`config.mk`:
```
export PLATFORM = sky130hd
export DESIGN_NAME = pf_fetch_top
export DESIGN_NICKNAME = d
export VERILOG_FILES = /design/src/rtl/pf_pkg.sv /design/src/rtl/pf_addr_gen.sv /design/src/rtl/pf_mem_ctrl.sv /design/src/rtl/pf_shift_reg.sv /design/src/rtl/pf_fetch_top.sv
export SDC_FILE = /design/constraint.sdc
export NUM_CORES = 1
export LEC_CHECK = 0
export ABC_AREA = 1
export BUFFER_PORTS_ARGS = -buffer_cell sky130_fd_sc_hd__buf_2
export CORE_MARGIN = 2
export CORE_UTILIZATION = 35
export CTS_BUF_LIST = sky130_fd_sc_hd__clkbuf_4 sky130_fd_sc_hd__clkbuf_8 sky130_fd_sc_hd__clkbuf_16
export DETAILED_ROUTE_END_ITERATION = 8
export PLACE_DENSITY = 0.8
export SLEW_MARGIN = 20
export SYNTH_ARGS = -nofsm -noshare
export SYNTH_HDL_FRONTEND = slang
export SYNTH_SLANG_ARGS = --single-unit
```
`constraint.sdc`:
```
create_clock -name clk_i -period 1.5 [get_ports clk_i]
set_input_delay 0.3 -clock clk_i [delete_from_list [all_inputs] [get_ports clk_i]]
set_output_delay 0.3 -clock clk_i [all_outputs]
set_load 0.05 [all_outputs]
```
`src/rtl/pf_pkg.sv`:
```
package pf_pkg;
  localparam int unsigned PF_DATA_W = 8;
  localparam int unsigned PF_BPP    = 2;

  typedef logic [PF_BPP-1:0] pf_pixel_t;

  // true when the low counter bits sit on the last pixel of a byte
  function automatic logic pf_is_load(input logic [$clog2(PF_DATA_W/PF_BPP)-1:0] phase);
    return &phase;
  endfunction
endpackage

```
`src/rtl/pf_addr_gen.sv`:
```
module pf_addr_gen #(
  parameter int unsigned PIX_W     = 10,
  parameter int unsigned LINE_W    = 10,
  parameter int unsigned PAGE_BITS = 9,
  parameter int unsigned SEL_W     = 2,
  parameter int unsigned BYTE_W    = 6,
  localparam int unsigned ADDR_W   = PAGE_BITS + BYTE_W
) (
  input  logic [PIX_W-1:0]  pix_cnt_i,
  input  logic [LINE_W-1:0] line_cnt_i,
  output logic [ADDR_W-1:0] addr_o
);
  logic [PAGE_BITS-1:0] page;
  logic [BYTE_W-1:0]    byte_idx;

  assign page     = line_cnt_i[PAGE_BITS-1:0];
  assign byte_idx = pix_cnt_i[SEL_W+BYTE_W-1:SEL_W];
  assign addr_o   = {page, byte_idx};
endmodule

```
`src/rtl/pf_mem_ctrl.sv`:
```
module pf_mem_ctrl #(
  parameter bit GATE_OE = 1'b1
) (
  input  logic blank_q_i,
  output logic ce_no,
  output logic we_no,
  output logic oe_no
);
  assign ce_no = 1'b0;
  assign we_no = 1'b1;

  generate
    if (GATE_OE) begin : g_gate
      assign oe_no = blank_q_i;
    end else begin : g_open
      assign oe_no = 1'b0;
    end
  endgenerate
endmodule

```
`src/rtl/pf_shift_reg.sv`:
```
module pf_shift_reg
  import pf_pkg::*;
#(
  parameter int unsigned DATA_W = PF_DATA_W,
  parameter int unsigned BPP    = PF_BPP,
  localparam int unsigned SEL_W = $clog2(DATA_W / BPP)
) (
  input  logic              clk_i,
  input  logic              rst_ni,
  input  logic [SEL_W-1:0]  phase_i,
  input  logic [DATA_W-1:0] rdata_i,
  output logic [BPP-1:0]    top_o
);
  logic [DATA_W-1:0] byte_q;
  logic [DATA_W-1:0] shifted;

  generate
    for (genvar i = 0; i < DATA_W; i++) begin : g_shift
      if (i < BPP) begin : g_fill
        assign shifted[i] = 1'b0;
      end else begin : g_move
        assign shifted[i] = byte_q[i-BPP];
      end
    end
  endgenerate

  always_ff @(posedge clk_i or negedge rst_ni) begin
    if (!rst_ni)                byte_q <= '0;
    else if (pf_is_load(phase_i)) byte_q <= rdata_i;
    else                        byte_q <= shifted;
  end

  assign top_o = byte_q[DATA_W-1 -: BPP];

  AST_LOAD_CAPTURE: assert property (@(posedge clk_i) disable iff (!rst_ni)
    (&phase_i) |=> byte_q == $past(rdata_i));
  AST_SHIFT_LEFT: assert property (@(posedge clk_i) disable iff (!rst_ni)
    !(&phase_i) |=> byte_q[DATA_W-1:BPP] == $past(byte_q[DATA_W-BPP-1:0]) && byte_q[BPP-1:0] == '0);
endmodule

```
`src/rtl/pf_fetch_top.sv`:
```
module pf_fetch_top
  import pf_pkg::*;
#(
  parameter int unsigned PIX_W      = 10,
  parameter int unsigned LINE_W     = 10,
  parameter int unsigned PAGE_BITS  = 9,
  parameter int unsigned LINE_PIXELS = 256,
  parameter int unsigned DATA_W     = PF_DATA_W,
  parameter int unsigned BPP        = PF_BPP,
  localparam int unsigned PPB       = DATA_W / BPP,
  localparam int unsigned SEL_W     = $clog2(PPB),
  localparam int unsigned BYTE_W    = $clog2(LINE_PIXELS / PPB),
  localparam int unsigned ADDR_W    = PAGE_BITS + BYTE_W
) (
  input  logic              clk_i,
  input  logic              rst_ni,
  input  logic [PIX_W-1:0]  pix_cnt_i,
  input  logic [LINE_W-1:0] line_cnt_i,
  input  logic              blank_q_i,
  input  logic [DATA_W-1:0] mem_rdata_i,
  output logic [ADDR_W-1:0] mem_addr_o,
  output logic              mem_ce_no,
  output logic              mem_we_no,
  output logic              mem_oe_no,
  output logic [BPP-1:0]    pixel_o
);
  logic [BPP-1:0] cur_pix;

  pf_addr_gen #(
    .PIX_W(PIX_W), .LINE_W(LINE_W), .PAGE_BITS(PAGE_BITS),
    .SEL_W(SEL_W), .BYTE_W(BYTE_W)
  ) u_addr (
    .pix_cnt_i (pix_cnt_i),
    .line_cnt_i(line_cnt_i),
    .addr_o    (mem_addr_o)
  );

  pf_mem_ctrl #(.GATE_OE(1'b1)) u_ctrl (
    .blank_q_i(blank_q_i),
    .ce_no    (mem_ce_no),
    .we_no    (mem_we_no),
    .oe_no    (mem_oe_no)
  );

  pf_shift_reg #(.DATA_W(DATA_W), .BPP(BPP)) u_shift (
    .clk_i  (clk_i),
    .rst_ni (rst_ni),
    .phase_i(pix_cnt_i[SEL_W-1:0]),
    .rdata_i(mem_rdata_i),
    .top_o  (cur_pix)
  );

  assign pixel_o = blank_q_i ? '0 : cur_pix;

  AST_OE_OFF_IN_BLANK: assert property (@(posedge clk_i) disable iff (!rst_ni)
    blank_q_i |-> mem_oe_no);
  AST_BLANK_ZERO: assert property (@(posedge clk_i) disable iff (!rst_ni)
    blank_q_i |-> pixel_o == '0);
  AST_ADDR_IGNORES_SPARE: assert property (@(posedge clk_i) disable iff (!rst_ni)
    ($stable(line_cnt_i[PAGE_BITS-1:0]) && $stable(pix_cnt_i[SEL_W+BYTE_W-1:SEL_W]))
      |-> $stable(mem_addr_o));
  AST_CTRL_FIXED: assert property (@(posedge clk_i) disable iff (!rst_ni)
    !mem_ce_no && mem_we_no |=> !mem_ce_no && mem_we_no);
endmodule

```
* Word-level counts from Yosys, hierarchy flattened
Index checks and enable logic that the tools add are counted.
** Word-level totals
- Bits in registers :: 8
- Output and inout port bits :: 20
- Logic and storage cells :: 4
** Operators by class
- Mux-type cells :: 2
- Reduce and logical (&&, ||, !) cells :: 1
** Operators by type and width (number)
- 8-bit 2-to-1 mux :: 1
- 2-bit 2-to-1 mux :: 1
- 2-bit AND reduction :: 1

* Longest topological paths before layout
Gate-level depths: netlist of the first run.
- Depth in word-level cells :: 2
- Mapped depth :: 3
- Mapped depth without buffers :: 3

* Hierarchy
From an unflattened synthesis of the first run, not the netlist that was laid out.
** Second synthesis, totals
- Cells, all modules :: 57
- Area total of the unflattened synthesis :: 474.2 um^2
** By module, submodules not included
- pf_shift_reg :: instances 1, cells each 33, area an instance 316.6 um^2, seq. area each 200.2 um^2
- pf_addr_gen :: instances 1, cells each 15, area an instance 112.6 um^2, seq. area each 0.0 um^2
- pf_mem_ctrl :: instances 1, cells each 5, area an instance 30.0 um^2, seq. area each 0.0 um^2
- pf_fetch_top :: instances 1, cells each 4, area an instance 15.0 um^2, seq. area each 0.0 um^2

* Worst setup path before layout of the first run
No wires, ideal clock.
- Path type :: reg-to-output
- Start point :: register u_shift.byte_q[6]
- End point :: output pixel_o[0]
- Arrival :: 0.977 ns
- Slack :: 0.223 ns
- Stages on the path, launching flop included :: 3
- Cell sequence :: dfrtp_1 inv_1 nor2_1
** On the way
- Longest elaborated chain between the ends :: 1
** RTL lines
- from (decl) :: line pf_shift_reg.sv:14 : logic [DATA_W-1:0] byte_q;
- from (signal assigned) :: line pf_shift_reg.sv:29 : else if (pf_is_load(phase_i)) byte_q <= rdata_i;
- from (signal assigned) :: line pf_shift_reg.sv:30 : else byte_q <= shifted;
- 2-bit 2-to-1 mux :: line pf_fetch_top.sv:53 : assign pixel_o = blank_q_i ? '0 : cur_pix;
- to (decl) :: line pf_fetch_top.sv:25 : output logic [BPP-1:0] pixel_o
Every way passes these cells.

* Worst setup path after layout of the first run
- Start point :: register u_shift.byte_q[7]
- End point :: output pixel_o[1]
Same word-level chain as after synthesis.

==> results of run 1 <==
[layout by cell type, fill, tap and decap left out, drive strengths merged]
cell / count
nand2: 13
clkbuf: 3
dlygate4sd3: 1
inv: 4
nand3: 6
buf: 15
nor2: 4
conb: 2
dfrtp: 8
[cells by family (layout without fill, tap and decap cells)]
family,after synthesis,count (layout),share of synthesized area [%]
flops,8,8,43.60
buf+inv,22,23,32.70
other cells,2,2,1.635
simple gates,23,23,22.07
[layout make-up]
class | count | area [um^2]
multi-input combinational | 25 | 108.9
sequential | 8 | 200.2
timing repair buffer | 16 | 85.08
fill | 140 | 818.3
inverter | 4 | 15.01
tap | 15 | 18.77
clock buffer | 3 | 22.52
[routing by layer]
metal / vias to the layer above / GRT usage (%) / share of wire, % / wire (um)
met5: - / 0 / 0 / 0
met4: 0 / 5.000 / 0 / 0
met3: 0 / 3.333 / 13 / 86
met2: 18 / 16.13 / 44 / 300
met1: 137 / 11.68 / 43 / 296
li1: 148 / - / - / -
[power groups by stage]
stage	clock network, mW	registers (mW)	logic [mW]
final	0.153	0.236	0.0832
after global routing	0.176	0.236	0.0936
after CTS	0.166	0.235	0.0836
after detailed placement	0	0.239	0.0813
after global placement	0	0.238	0.0791
after floorplan	0	0.238	0.163
[worst register-to-register path, cell delays in order, from the launching register on]
cell and delay, ns:
dfrtp_1 0.36, nand2_1 0.06, nand2_1 0.05
[per-stage QoR]
step                cell area (um^2)  utilization (%)
floorplan                      459.2                -
global placement               417.9            32.94
detailed placement             417.9            32.94
CTS                            450.4            35.50
global route                   450.4            35.50
finish                         450.4            35.50
[path summary, 6_finish.rpt]
kind,start,end,slack (ns),cells after the start
worst max-delay path,u_shift.byte_q[7]$_DFF_PN0_,pixel_o[1],0.28,3
worst min-delay path,mem_rdata_i[0],u_shift.byte_q[0]$_DFF_PN0_,0.26,3
worst max register to register,u_shift.byte_q[4]$_DFF_PN0_,u_shift.byte_q[6]$_DFF_PN0_,0.92,2
worst min register to register,u_shift.byte_q[5]$_DFF_PN0_,u_shift.byte_q[7]$_DFF_PN0_,0.44,2
max in group asynchronous,rst_ni,u_shift.byte_q[6]$_DFF_PN0_,0.90,2
min in group asynchronous,rst_ni,u_shift.byte_q[3]$_DFF_PN0_,0.44,2
==> summary.txt, run 1 <==
Timing
  – Final slew viol count: 0
  – Final hold viol count: 0
  – Setup Viol. Count Final: 0
  – Hold Slack: 0.2644 ns
  – Layout Skew: 0.001598 ns
  – Final Cycle Share: 81.31%
  – RSZ-0062 raised after global routing: false
  – Final TNS setup: 0 ns
  – Peak Freq: 819.9 MHz
  – Worst setup margin: 0.2803 ns
  – Tmin final: 1.220 ns

Power and ir drop
  – Sw frac: 26.28%
  – LEAKAGE: 0.2726 nW
  – Sequential share of power: 49.9%
  – Clock share of power: 32.5%
  – Internal Power: 0.3481 mW
  – Comb pwr share: 17.6%
  – Total power: 0.4721 mW
  – Switching pwr: 0.1241 mW
  – Pwr dens: 1048 nW/um^2
  – Worst vdd ir: 0.0005989 V

Placement
  – Routability cong.: 0.6544
  – Placed Instances: 67
  – Post-DP HPWL: 488.6 um
  – Setup Slack @ Placement: 0.4389 ns
  – Port Buffers: 15

Yosys
  – Seq/Total Area, Yosys: 43.60%
  – Synth Flop Type: dfrtp_1
  – Synth top area cells: dfrtp_1 (44%), buf_4 (29%), nand2_1 (9.8%)
  – Leading area contributor after synthesis: dfrtp_1
  – Post-Syn Nets: 86
  – Mapped Area: 459.2 um^2
  – Netlist cell types: 8
  – Synth top area share: 43.60%
  – Async set-reset flop share out of synthesis: 100.0%
  – Most frequent cell after synthesis: buf_4
  – Synthesized area per cell: 8.349 um^2
  – Synth warnings: 0
  – Synth Register Bits: 8
  – Post-synth top cells: buf_4 (18), nand2_1 (12), dfrtp_1 (8)
  – EDFF count, synth: 0
  – Cells after synthesis: 55

Global route
  – Overall Global Routing Usage: 9.965%
  – Grt ovf: 0
  – Initial antenna violation count: 0
  – Vias in the first global route: 270
  – First-pass GRT wire length: 1014 um
  – Largest net degree at the start of global routing: 9

Die
  – Chip width: 40.22 um
  – CORE AREA: 1269 um^2
  – Die ar.: 1618 um^2
  – Initial Utilization: 36.19%
  – Height of the die: 40.22 um
  – Io pins: 51
  – Core Rows: 13

Routing
  – DRC viols: 0
  – Routed vias/inst: 4.268
  – Total wire length: 683 um
  – First DRT Iteration DRCs: 1
  – Routed Antenna Nets: 0
  – Pre-antenna DRT Iters: 2
  – Vias: 303
  – WL/cell: 9.620 um

Cells and area
  – Layout cells sized above 1: 33.93%
  – Syn-to-layout area delta: -1.907%
  – Max reg flops: 8
  – Register bank with the most flops: u_shift.byte_q
  – Non-filler instance count after layout: 71
  – Antenna cells: 0
  – Largest regs: u_shift.byte_q (8)
  – Layout net count: 89

Worst setup path
  – Worst-path cell chain: inv_1 > nor2_1 > buf_2
  – Delay-heaviest family, CP: flip-flops
  – CP Max Fanout: 1
  – Worst path max stage delay: 0.32 ns
  – Worst EP arrival: 0.92 ns
  – Critical Path RT: 1.20 ns
  – WS Path Type: reg2out
  – Slowest CP cell: dfrtp_1
  – Worst Setup End Kind: primary output
  – Buf/Inv on CP: 2
  – CP startpoint kind: flip-flop

Clock network
  – Buffer count from post-CTS setup fixing: 0
  – Longest Clk Path Bufs: 2
  – Skew-Pair Late Insertion Delay: 0.24 ns
  – Clock root buffer: clkbuf_4
  – CTS tree: done
  – Num CTS Buffers: 3
  – Post-CTS Hold Buffers: 1
  – CTS clk-pin slew, worst paths: 0.05 ns
  – Post-CTS Resized: 0
  – CTS Sinks: 8
  – H-tree depth: 1

Outcome
  – Outcome: finished, final reports clean

Hold path
  – Hold crit path type: in2reg

Run
  – Max-cap violations: 0
Note: power is estimated with default switching activity, not from simulation.
==> inputs of run 2 (changes only) <==
Settings changed: CORE_UTILIZATION 35 to 29, PLACE_DENSITY 0.8 to 0.71.
Clock period 1.5 ns to 1 ns, I/O delays scaled along.
==> run 2 against run 1 <==
  * The flow now finishes with violations (negative setup slack)
  * Via count shrank 0.99%
  * Worst hold slack lost 0.11 ns
  * Count of clock-buffer cells in the layout is the same
  * Non-clock buffer count is the same
  * Register-to-register slack lost 0.50 ns
  * Critical path type unchanged
  * Critical endpoint unchanged
==> summary.txt, run 2 (synthesized netlist as in run 1, its figures left out) <==
Placement
  – Placed Instances: 68
  – Post-DP HPWL: 551 um
  – Setup Slack @ Placement: 0.1345 ns
  – Routability cong.: 0.6086
  – Port Buffers: 15

Routing
  – Vias: 300
  – DRC viols: 0
  – WL/cell: 10.06 um
  – Total wire length: 724 um
  – First DRT Iteration DRCs: 2
  – Routed Antenna Nets: 0
  – Routed vias/inst: 4.167
  – Pre-antenna DRT Iters: 2

Clock network
  – CTS Sinks: 8
  – Longest Clk Path Bufs: 2
  – CTS clk-pin slew, worst paths: 0.05 ns
  – Buffer count from post-CTS setup fixing: 0
  – CTS tree: done
  – Clock root buffer: clkbuf_4
  – H-tree depth: 1
  – Num CTS Buffers: 3
  – Skew-Pair Late Insertion Delay: 0.25 ns

Global route
  – Vias in the first global route: 282
  – Met1 usage: 6.394%
  – Largest net degree at the start of global routing: 9
  – Overall Global Routing Usage: 8.113%
  – Initial antenna violation count: 0
  – GR met2 Demand/Resource: 13.82%
  – Routing usage on met3: 8.333%
  – First-pass GRT wire length: 1104 um
  – Grt ovf: 0
  – Most Crowded Layer GR: met2

Timing
  – Layout Skew: 0.003244 ns
  – Hold Slack: 0.1525 ns
  – Final slew viol count: 0
  – RSZ-0062 raised after global routing: true
  – Worst setup margin: -0.05655 ns
  – Peak Freq: 946.5 MHz
  – Setup Viol. Count Final: 2
  – Final TNS setup: -0.1073 ns
  – Final hold viol count: 0
  – Final Cycle Share: 105.7%
  – Tmin final: 1.057 ns

Power and ir drop
  – Pwr dens: 1560 nW/um^2
  – LEAKAGE: 0.2743 nW
  – Total power: 0.7319 mW
  – Worst vdd ir: 0.0006042 V

Cells and area
  – Layout cells sized above 1: 37.50%
  – Max reg flops: 8
  – Largest regs: u_shift.byte_q (8)
  – Antenna cells: 0
  – Non-filler instance count after layout: 72
  – Layout net count: 89
  – Most frequent cells in the layout: buf_2 (13), nand2_1 (12), dfrtp_1 (8)
  – Commonest non-fill, non-tap cell in the layout: buf_2
  – Syn-to-layout area delta: 2.180%
  – Register bank with the most flops: u_shift.byte_q

Outcome
  – Failing checks: negative setup slack
  – Outcome: finished with violations

Worst setup path
  – Worst Setup End Kind: primary output
  – CP startpoint kind: flip-flop
  – Worst EP arrival: 0.86 ns
  – WS Path Type: reg2out
  – Worst-path cell chain: inv_1 > nor2_2 > buf_6
  – Slowest CP cell: dfrtp_1
  – Worst path max stage delay: 0.32 ns
  – Critical Path RT: 0.80 ns
  – CP Max Fanout: 1

Die
  – Initial Utilization: 30.84%
  – CORE AREA: 1489 um^2
  – Die ar.: 1918 um^2
  – Height of the die: 43.79 um
  – Core Rows: 14
  – Io pins: 51
  – Chip width: 43.79 um

Hold path
  – Hold crit path type: in2reg

Run
  – Max-cap violations: 0
-- run 2: changes by cell type in the layout (fill, tap and decap cells not counted) --
cell,delta
buf_6,+2
buf_2,-2
nor2_1,-2
nor2_2,+2
-- run 2: report_power, final --
group          total, mW  internal [mW]  leakage (nW)  switching [mW]
clock              0.245          0.137        0.0138           0.108
combinational      0.134         0.0459         0.156          0.0883
sequential         0.353          0.347         0.104         0.00610
-- run 2: path summary, 6_finish.rpt --
kind / depth (start not counted) / startpoint / end / slack [ns]
min in group asynchronous: 2 / rst_ni / u_shift.byte_q[7]$_DFF_PN0_ / 0.31
max in group asynchronous: 2 / rst_ni / u_shift.byte_q[1]$_DFF_PN0_ / 0.51
worst min-delay path: 3 / mem_rdata_i[1] / u_shift.byte_q[1]$_DFF_PN0_ / 0.15
worst min register to register: 2 / u_shift.byte_q[0]$_DFF_PN0_ / u_shift.byte_q[2]$_DFF_PN0_ / 0.44
worst max register to register: 2 / u_shift.byte_q[5]$_DFF_PN0_ / u_shift.byte_q[7]$_DFF_PN0_ / 0.42
worst max-delay path: 3 / u_shift.byte_q[7]$_DFF_PN0_ / pixel_o[1] / -0.06
-- run 2: cell type report --
| type | count | area [um^2] |
|---|---|---|
| fill | 158 | 1020 |
| sequential | 8 | 200.2 |
| multi-input combinational | 25 | 113.9 |
| timing repair buffer | 16 | 97.59 |
| clock buffer | 3 | 22.52 |
| tap | 16 | 20.02 |
| inverter | 4 | 15.01 |
-- run 2: per-layer routing --
| layer | share of wire (%) | vias up |
|---|---|---|
| li1 | - | 149 |
| met1 | 36 | 132 |
| met2 | 49 | 19 |
| met3 | 15 | 0 |
| met4 | 0 | 0 |
| met5 | 0 | - |
-- run 2: timing repair --
item	in CTS	in global routing
gates resized for setup	4	0
hold buffers	1	0
endpoints found under the setup margin	2	2
hold endpoints to repair	8	0
-- run 2: worst max-delay path: cells and delay by family, from the launching register on --
kind,cells,cell delay (ns)
DFF,1,0.32
buffers and inverters,2,0.20
and+or+nand+nor,1,0.08
-- run 2: through the flow --
stage / cell area [um^2] / utilization (%)
after global placement: 424.2 / 28.49
after CTS: 469.2 / 31.51
after detailed placement: 424.2 / 28.49
after floorplan: 464.2 / -
after global routing: 469.2 / 31.51
final: 469.2 / 31.51
